<file path="config.mk">
export PLATFORM = sky130hd
export DESIGN_NAME = digit_lock
export DESIGN_NICKNAME = d
export VERILOG_FILES = /design/src/rtl/digit_lock_pkg.sv /design/src/rtl/digit_lock_next.sv /design/src/rtl/digit_lock_state.sv /design/src/rtl/digit_lock_out.sv /design/src/rtl/digit_lock.sv
export SDC_FILE = /design/constraint.sdc
export NUM_CORES = 1
export LEC_CHECK = 0
export ABC_AREA = 1
export BUFFER_PORTS_ARGS = -buffer_cell sky130_fd_sc_hd__clkbuf_2
export CORE_AREA = 8 8 45 47
export CTS_BUF_LIST = sky130_fd_sc_hd__clkbuf_8
export CTS_CLUSTER_DIAMETER = 40
export DETAILED_ROUTE_END_ITERATION = 10
export DIE_AREA = 0 0 53 55
export HOLD_SLACK_MARGIN = 0.1
export PLACE_DENSITY_LB_ADDON = 0.05
export SYNTH_ARGS = -nofsm -noshare
export SYNTH_HDL_FRONTEND = slang
export SYNTH_HIERARCHICAL = 1
export SYNTH_SLANG_ARGS = --single-unit
export TNS_END_PERCENT = 30
</file>
<file path="constraint.sdc">
create_clock -name clk -period 2 [get_ports clk]
set_input_delay 0.3 -clock clk [delete_from_list [all_inputs] [get_ports clk]]
set_output_delay 0.3 -clock clk [all_outputs]
set_load 0.1 [all_outputs]
</file>
<file path="src/rtl/digit_lock_pkg.sv">
// Shared definitions for the digit lock: the digit width, the fixed code digits
// and the state encoding. Assumes decimal digits in plain binary.
package digit_lock_pkg;
    localparam int DIGIT_W = 4;
    localparam int STATE_W = 2;

    localparam logic [DIGIT_W-1:0] KEY_D0 = DIGIT_W'(3);
    localparam logic [DIGIT_W-1:0] KEY_D1 = DIGIT_W'(8);
    localparam logic [DIGIT_W-1:0] KEY_D2 = DIGIT_W'(4);

    typedef enum logic [STATE_W-1:0] {
        ST_IDLE   = 2'b00,
        ST_GOT_A  = 2'b01,
        ST_GOT_AB = 2'b10,
        ST_OPEN   = 2'b11
    } lock_state_t;
endpackage

</file>
<file path="src/rtl/digit_lock_next.sv">
// Next-state function of the lock. A qualified digit advances, restarts or
// clears the partial match. An unqualified cycle holds the state. Assumes the
// open state is absorbing and that reset is applied by the state register.
module digit_lock_next
    import digit_lock_pkg::*;
(
    input  lock_state_t        cur_state,
    input  logic               take,
    input  logic [DIGIT_W-1:0] digit,
    output lock_state_t        nxt_state
);
    logic is_first;
    logic is_second;
    logic is_third;

    // Compare the incoming digit against each code digit.
    always_comb begin
        is_first  = (digit == KEY_D0);
        is_second = (digit == KEY_D1);
        is_third  = (digit == KEY_D2);
    end

    // Choose the successor state from the current state and the qualified digit.
    always_comb begin
        nxt_state = cur_state;
        if (take) begin
            unique case (cur_state)
                ST_IDLE:   nxt_state = is_first ? ST_GOT_A : ST_IDLE;
                ST_GOT_A:  nxt_state = is_second ? ST_GOT_AB :
                                       (is_first ? ST_GOT_A : ST_IDLE);
                ST_GOT_AB: nxt_state = is_third ? ST_OPEN :
                                       (is_first ? ST_GOT_A : ST_IDLE);
                ST_OPEN:   nxt_state = ST_OPEN;
                default:   nxt_state = ST_IDLE;
            endcase
        end
    end
endmodule

</file>
<file path="src/rtl/digit_lock_state.sv">
// Two-flop state register with synchronous active-low reset. Assumes the
// clock is used only as the edge of this register.
module digit_lock_state
    import digit_lock_pkg::*;
(
    input  logic        clk,
    input  logic        rst_n,
    input  logic        take,
    input  lock_state_t nxt_state,
    output lock_state_t cur_state
);
    // Capture the successor state, or start on reset.
    always_ff @(posedge clk) begin
        if (!rst_n) cur_state <= ST_IDLE;
        else        cur_state <= nxt_state;
    end

    // Reset wins over any digit and leaves the machine at start.
    assert_reset_idle_R9: assert property (@(posedge clk) disable iff (!rst_n)
        $past(!rst_n) |-> cur_state == ST_IDLE);

    // An unqualified cycle leaves the state unchanged.
    assert_hold_idle_cycle_R8: assert property (@(posedge clk) disable iff (!rst_n)
        ($past(rst_n) && !$past(take)) |-> $stable(cur_state));

    // The open state is never left except by reset.
    assert_open_absorbing_R7: assert property (@(posedge clk) disable iff (!rst_n)
        ($past(rst_n) && $past(cur_state) == ST_OPEN) |-> cur_state == ST_OPEN);
endmodule

</file>
<file path="src/rtl/digit_lock_out.sv">
// Mealy unlock decode: high in the open state, or while the final code digit is
// presented with its qualifier in the state that has seen the first two digits.
// Assumes the output is used unregistered.
module digit_lock_out
    import digit_lock_pkg::*;
(
    input  logic               clk,
    input  logic               rst_n,
    input  lock_state_t        cur_state,
    input  logic               take,
    input  logic [DIGIT_W-1:0] digit,
    output logic               unlock
);
    // Combine the terminal-state term with the completing-transition term.
    always_comb begin
        unlock = (cur_state == ST_OPEN) ||
                 (take && cur_state == ST_GOT_AB && digit == KEY_D2);
    end

    // Every input keeps the output high once open.
    assert_open_output_R7: assert property (@(posedge clk) disable iff (!rst_n)
        cur_state == ST_OPEN |-> unlock);

    // With no qualifier the completing digit cannot unlock.
    assert_no_unqualified_open_R8: assert property (@(posedge clk) disable iff (!rst_n)
        (!take && cur_state != ST_OPEN) |-> !unlock);
endmodule

</file>
<file path="src/rtl/digit_lock.sv">
// Top of the digit sequence lock: ties the next-state logic, the state register
// and the Mealy output decode together. Assumes one digit per accepted cycle.
module digit_lock
    import digit_lock_pkg::*;
(
    input  logic               clk,
    input  logic               rst_n,
    input  logic               digit_valid,
    input  logic [DIGIT_W-1:0] digit,
    output logic               unlock
);
    lock_state_t cur_state;
    lock_state_t nxt_state;

    digit_lock_next u_next (
        .cur_state (cur_state),
        .take      (digit_valid),
        .digit     (digit),
        .nxt_state (nxt_state)
    );

    digit_lock_state u_state (
        .clk       (clk),
        .rst_n     (rst_n),
        .take      (digit_valid),
        .nxt_state (nxt_state),
        .cur_state (cur_state)
    );

    digit_lock_out u_out (
        .clk       (clk),
        .rst_n     (rst_n),
        .cur_state (cur_state),
        .take      (digit_valid),
        .digit     (digit),
        .unlock    (unlock)
    );

    // Out-of-range codes never advance a locked machine.
    assert_bad_code_clears_R6: assert property (@(posedge clk) disable iff (!rst_n)
        (digit_valid && digit > DIGIT_W'(9) && cur_state != ST_OPEN) |=> cur_state == ST_IDLE);

    // A qualified 3 from any locked state lands in the first-digit state.
    assert_restart_on_first_R4: assert property (@(posedge clk) disable iff (!rst_n)
        (digit_valid && digit == KEY_D0 && cur_state != ST_OPEN) |=> cur_state == ST_GOT_A);
endmodule

</file>
# ---- Yosys cells after proc, flatten, opt, wreduce, memory -nomap -nowiden
# Cells that the tools add are included.
# W data, S select, Z words.
dict set report classes {
  eq_ne 6
  n_mux 4
  reduce_logical 4
}
# cell n
set ops {}
lappend ops {{$pmux W2 S4} 1}
lappend ops {{$eq A2 B2 Y1 const B} 2}
lappend ops {{$eq A4 B2 Y1 const B} 1}
lappend ops {{$eq A4 B3 Y1 const B} 1}
lappend ops {{$eq A4 B4 Y1 const B} 1}
lappend ops {{$mux W2} 2}
lappend ops {{$eq A2 B1 Y1 const B} 1}
lappend ops {{$logic_and A1 B1 Y1} 2}
lappend ops {{$logic_not A2 Y1} 1}
lappend ops {{$logic_or A1 B1 Y1} 1}
lappend ops {{$mux W1} 1}
dict set report totals {
  word_cells 15
  input_bits 7
  register_bits 2
}

# ---- Logic depth before layout (Yosys ltp)
# Gate-level depths: netlist of the first run.
dict set report depth {
  ltp_word 4
  depth_mapped 8
  ltp_nobuf 8
}

# ---- Cells and area by module
# Netlist of the first run, hierarchy kept.
# mod n_inst area_per_inst_um2 cells_each
set by_module_without_submodules {}
lappend by_module_without_submodules {digit_lock_next 1 76.3 18}
lappend by_module_without_submodules {digit_lock_state 1 55.1 6}
lappend by_module_without_submodules {digit_lock_out 1 36.3 8}

# ---- Worst setup path before layout of the first run
# Ideal clock, no wire load.
dict set report synth_timing {
  kind {flip-flop to output port}
  start {register u_state.cur_state[1]}
  end {output port unlock}
  stages_incl_launch_ff 5
  required_time_ns 1.700
  slack_ns 0.556
  arrival_time_ns 1.144
  path_cell_list {dfxtp_1 -> nand2_1 -> inv_1 -> nand3_1 -> nand2_1}
}
dict set report synth_via {
  elab_chain_len 4
  word_cells_on_any_way 5
  classes_between {2 x eq/ne; 3 x reduce/logical}
}
# item line_no
set synth_rtl {}
lappend synth_rtl {{start, declared} digit_lock_state.sv:10} ;# output lock_state_t cur_state
lappend synth_rtl {{start signal, assigned} digit_lock_state.sv:15} ;# else cur_state <= nxt_state;
lappend synth_rtl {{$eq A2 B2 Y1} digit_lock_out.sv:17} ;# (take && cur_state == ST_GOT_AB && digit == KEY_D2);
lappend synth_rtl {{$logic_and A1 B1 Y1 (2 in series)} digit_lock_out.sv:17}
lappend synth_rtl {{$logic_or A1 B1 Y1 *} digit_lock_out.sv:16} ;# unlock = (cur_state == ST_OPEN) ||
lappend synth_rtl {{end, declared} digit_lock.sv:10} ;# output logic unlock
# Mark *: on every way between the ends. The rest lies on a longest branch, timed or not.

# ---- Worst setup path in the final report of the first run
# Same ends and word-level chain as after synthesis.

==> out/qor.yml, run 1 <==
min_path_cells: 3
clkTransAtPathRegs_ns: 0.03
drt_wl_total_um: 502
htreeDepth: 1
synth.area.top_cells: "dfxtp_1 (24%), nand2_1 (22%), inv_1 (18%)"
place_area_um2: 223
viasPerCell: 3.52
drv_cap: 0
post_cts_resized: 0
area_growth_pct: 57.5
cts_num_sinks: 2
drt_iter0_drc: 2
powerDensity_mw_per_mm2: 834
top_register: "u_state/cur_state"
ys_warn_count: 6
gp_congestion: 0.705
layout-drive-gt1-share_pct: 31.0
grt_pass1_vias: 214
finalSetupViolCount: 0
multi_input_area_um2: 97.6
post-route-period-util_pct: 77.5
cts-root-buf: "clkbuf_8"
status: "finished, final reports clean"
worst-endpoint-required_ns: 1.70
crit_path_start_kind: "flip-flop"
netlist_instances: 32
wl_per_cell_um: 8.66
initial_utilization_pct: 12.1
drcViolationCount: 0
finalMaxSlewViolations: 0
die-area_mm2: 0.00292
fillers: 169
ys_ff_latch: 2
hold_viol: 0
reg2reg_depth: 6
fp.dieW_um: 53
synth_seq_area_share_pct: 23.9
vias: 204
clk_latency_ns: 0.21
design_area_um2: 264
grtUsageTotal_pct: 4.31
cts_tree: "built"
nNetsFinal: 51
slew_headroom_pct: 64.2
coreArea_mm2: 0.00138
worstSetupEndpointType: "output pin"
ctsHoldBuffers: 0
worst_pin_slew_ns: 0.540
p_leak_nw: 0.166
grt_pass1_wl_um: 821
portBuffers: 7
path_class: "reg -> out"
dieHeight_um: 55
top_regs: "u_state/cur_state: 2 flops"
cts_buffer_depth: 2
final_util_pct: 19.1
synth_area_um2: 168
crit_path_max_fanout: 4
largest_register_ffs: 2
rows: 14
numCtsBuffers: 3
grt_setup_unrepaired: "no"
worstHoldPathType: "in -> reg"
cts_setup_buffers: 0
gr-total-overflow: 0
synth_area_per_cell_um2: 5.24
grt_start_max_net_pins: 5
place_hpwl_um: 394
fmax_mhz: 646
antennaDiodeCount: 0
ir_worst_vdd_mv: 0.270
synth_nets: 39
yosys.area.top_type: "dfxtp_1"
yosysUniqueCellTypes: 8
crit_arrival_ns: 1.25
final_antenna_net_count: 0
ff_latch_area_um2: 40.0
dr.pass1.iters: 2
antenna_found_initial: 0
synth_top_area_share_pct: 23.9
io_pins: 8
setup-tns-final_ns: 0
fin_skew_ns: 0.00337
period_needed_ns: 1.55
-- placed cells by master, fill, tap and decap left out --
master and count:
nor2_1 4, clkbuf_2 7, a21oi_1 2, nand2_1 10
dfxtp_1 2, nand3_1 2, nand4_1 1, nor2_2 3
inv_1 8, clkbuf_8 3
-- cells in the mapped netlist --
library cell / count
inv_1: 8
nand2_1: 10
nor2_2: 3
nand3_1: 2
a21oi_1: 2
nor2_1: 4
nand4_1: 1
dfxtp_1: 2
-- final timing paths --
| kind | from | end | slack [ns] |
|---|---|---|---|
| hold reg to reg | u_state/cur_state[1] | u_state/cur_state[0] | 0.62 |
| setup / recovery | u_state/cur_state[1] | unlock | 0.45 |
| hold / removal | rst_n | u_state/cur_state[1] | 0.29 |
| setup reg to reg | u_state/cur_state[0] | u_state/cur_state[0] | 1.16 |
-- cells by family (layout without fill, tap and decap cells) --
family                 Yosys count  after routing  synth area share (%)
AOI/OAI and AO/OA                2              2                  5.97
and+or+nand+nor                 20             20                  52.2
buffers and inverters            8             18                  17.9
DFF                              2              2                  23.9
-- critical path, stage by stage (launching register included) --
cell and delay (ns):
dfxtp_1 0.36, nand2_1 0.06, inv_1 0.05, nand3_1 0.06, nand2_1 0.05, clkbuf_2 0.44
-- power breakdown --
part | internal, mW | leakage (nW) | total (mW) | switching, mW
combinational | 0.00907 | 0.128 | 0.0211 | 0.0121
sequential | 0.0415 | 0.0163 | 0.0427 | 0.00129
clock | 0.127 | 0.0216 | 0.156 | 0.0293
total | 0.178 | 0.166 | 0.220 | 0.0426
-- stage by stage --
stage                     hold WS [ns]  power, mW  instances  setup WS, ns
after floorplan                  0.393     0.0529         32         0.556
after global placement           0.510     0.0647         55         0.599
after detailed placement         0.507     0.0646         55         0.590
after CTS                        0.289      0.227         58         0.436
after global routing             0.302      0.238         58         0.361
final                            0.290      0.220         58         0.451
-- per-layer routing --
metal  part of all wire (%)  track usage (%)
met4                      0             5.17
met5                      0                0
met3                     12             4.01
met1                     41             3.33
met2                     46             5.86
-- layout make-up --
type / instances / area share [%]
clock buffer: 3 / 15.6
timing repair buffer: 7 / 13.3
inverter: 8 / 11.4
multi-input combinational: 22 / 37.0
tap: 16 / 7.58
sequential: 2 / 15.2
Note: power is estimated with default switching activity, not from simulation.
==> run 2, diff against run 1 <==
Clock period 2 ns to 1.48 ns, I/O delays scaled along.
==> out/qor.yml, run 2 (synthesis results as in run 1) <==
cp_common_cell: "nand2_1"
crit_end: "unlock"
ir_worst_vdd_mv: 0.478  # +77%
grt_setup_unrepaired: "no"
grt_start_max_net_pins: 5  # unchanged
antennaDiodeCount: 0  # unchanged
place_hpwl_um: 388  # -1.3%
largest_register_ffs: 2  # unchanged
post-route-period-util_pct: 84.4
layout_common_cells: "nand2_1 (10), inv_1 (8), clkbuf_2 (6)"
dr.pass1.iters: 3  # +1
period_needed_ns: 1.25
cts_buffer_depth: 2  # unchanged
drcViolationCount: 0  # unchanged
cts_num_sinks: 2  # unchanged
vias: 204  # unchanged
setup-tns-final_ns: 0  # unchanged
fmax_mhz: 800
final_antenna_net_count: 0  # unchanged
initial_utilization_pct: 12.1  # unchanged
worst-path-stages: 5  # unchanged
drt_wl_total_um: 469  # -6.6%
dieHeight_um: 55  # unchanged
grt_pass1_vias: 221  # +3.3%
use_met2_pct: 5.86  # unchanged
crit_path_max_fanout: 4  # unchanged
powerDensity_mw_per_mm2: 1070  # +28%
drv_cap: 0  # unchanged
grt_pass1_wl_um: 779  # -5.1%
gr-total-overflow: 0  # unchanged
wl_per_cell_um: 8.09  # -6.6%
cpPeakStageDelay_ns: 0.36  # -0.08 ns
htreeDepth: 1  # unchanged
ctsHoldBuffers: 0  # unchanged
fp.dieW_um: 53  # unchanged
layout-drive-gt1-share_pct: 31.0  # unchanged
status: "finished, final reports clean"
cts_tree: "built"
gr-usage-met1_pct: 2.72  # -0.61 points
gp_congestion: 0.735  # +4.3%
preCtsSetupSlack_ns: 0.434  # -0.157 ns
r2r_slack_ns: 0.66  # -0.50 ns
finalMaxSlewViolations: 0  # unchanged
viasPerCell: 3.52  # unchanged
crit_arrival_ns: 1.03  # -0.22 ns
layout_commonest_cell: "nand2_1"
r2r-start: "u_state/cur_state[0]"
post_cts_resized: 0  # unchanged
worst-endpoint-required_ns: 1.26  # -0.44 ns
top_register: "u_state/cur_state"
fillers: 167  # -1.2%
crit_path_start_kind: "flip-flop"
r2r_end: "u_state/cur_state[0]"
finalSetupViolCount: 0  # unchanged
clkTransAtPathRegs_ns: 0.03  # about the same
slew_headroom_pct: 90.9  # +27 points
hold_viol: 0  # unchanged
cp_slowest_cell: "dfxtp_1"
rows: 14  # unchanged
drt_iter0_drc: 6  # +4
final.setup.worst_slack_ns: 0.230  # -0.221 ns
nNetsFinal: 51  # unchanged
clk_latency_ns: 0.21  # about the same
cpLargestDelayFamily: "flip-flops"
fin_skew_ns: 0.00103  # -0.00234 ns
area_growth_pct: 66.4
cts-root-buf: "clkbuf_8"
numCtsBuffers: 3  # unchanged
antenna_found_initial: 0  # unchanged
path_buf_inv: 2  # unchanged
use_met3_pct: 3.21  # -0.80 points
cts_setup_buffers: 0  # unchanged
p_leak_nw: 0.170  # +2.1%
grtUsageTotal_pct: 3.76  # -0.55 points
path_cells: "nand2_1 -> inv_1 -> nand3_1 -> nand2_1 -> buf_12"
worst_pin_slew_ns: 0.137  # -0.403 ns
reg2reg_depth: 6  # unchanged
worstHoldPathType: "in -> reg"
critPathLaunch: "u_state/cur_state[1]"
top_usage_layer: "met2"
portBuffers: 7  # unchanged
die-area_mm2: 0.00292  # unchanged
coreArea_mm2: 0.00138  # unchanged
io_pins: 8  # unchanged
path_class: "reg -> out"
worstSetupEndpointType: "output pin"
top_regs: "u_state/cur_state: 2 flops"
-- run 2: cell types whose count changed in the layout (fill, tap and decap cells not counted) --
cell / previous run / this run
buf_12: 0 / 1
clkbuf_2: 7 / 6
-- run 2: power by group --
group / total [mW] / switching (mW) / internal [mW]
combinational: 0.0283 / 0.0159 / 0.0124
sequential: 0.0576 / 0.00162 / 0.0560
clock: 0.212 / 0.0398 / 0.172
total: 0.297 / 0.0573 / 0.240
-- run 2: per-layer routing --
layer  wire length, um  part of all wire (%)  vias up
met2               220                    47        6
li1                  -                     -      115
met1               162                    35       83
met5                 0                     0        -
met3                87                    19        0
met4                 0                     0        0
-- run 2: final cells by class --
| type | count | area (um^2) | share of cell area [%] |
|---|---|---|---|
| multi-input cells | 22 | 97.6 | 35.0 |
| repair buffers | 7 | 50.0 | 17.9 |
| clock buffers | 3 | 41.3 | 14.8 |
| flip-flops and latches | 2 | 40.0 | 14.3 |
| inverters | 8 | 30.0 | 10.8 |
| well taps | 16 | 20.0 | 7.17 |
-- run 2: worst min-delay path by stage --
stage | from | to | slack, ns | cells after the start
after global placement | rst_n | u_state/cur_state[1] | 0.43 | 3
after detailed placement | rst_n | u_state/cur_state[1] | 0.42 | 3
final | rst_n | u_state/cur_state[1] | 0.21 | 3
after CTS | rst_n | u_state/cur_state[1] | 0.21 | 3
after floorplan | rst_n | u_state/cur_state[1] | 0.32 | 2
after global routing | rst_n | u_state/cur_state[1] | 0.23 | 3
-- run 2: worst reg2reg max path, stage by stage (launching register included) --
cell and delay (ns):
dfxtp_1 0.36, inv_1 0.05, nand2_1 0.06, nand2_1 0.06
a21oi_1 0.12, nand2_1 0.06, inv_1 0.05
-- run 2: through the flow --
stage	area (um^2)	std cells	util [%]	total power, mW	hold slack, ns
finish	279	58	20.2	0.297	0.208
global route	279	58	20.2	0.319	0.232
CTS	279	58	20.2	0.307	0.206
detailed placement	238	55	17.2	0.0872	0.424
global placement	238	55	17.2	0.0877	0.427
floorplan	168	32	-	0.0714	0.315
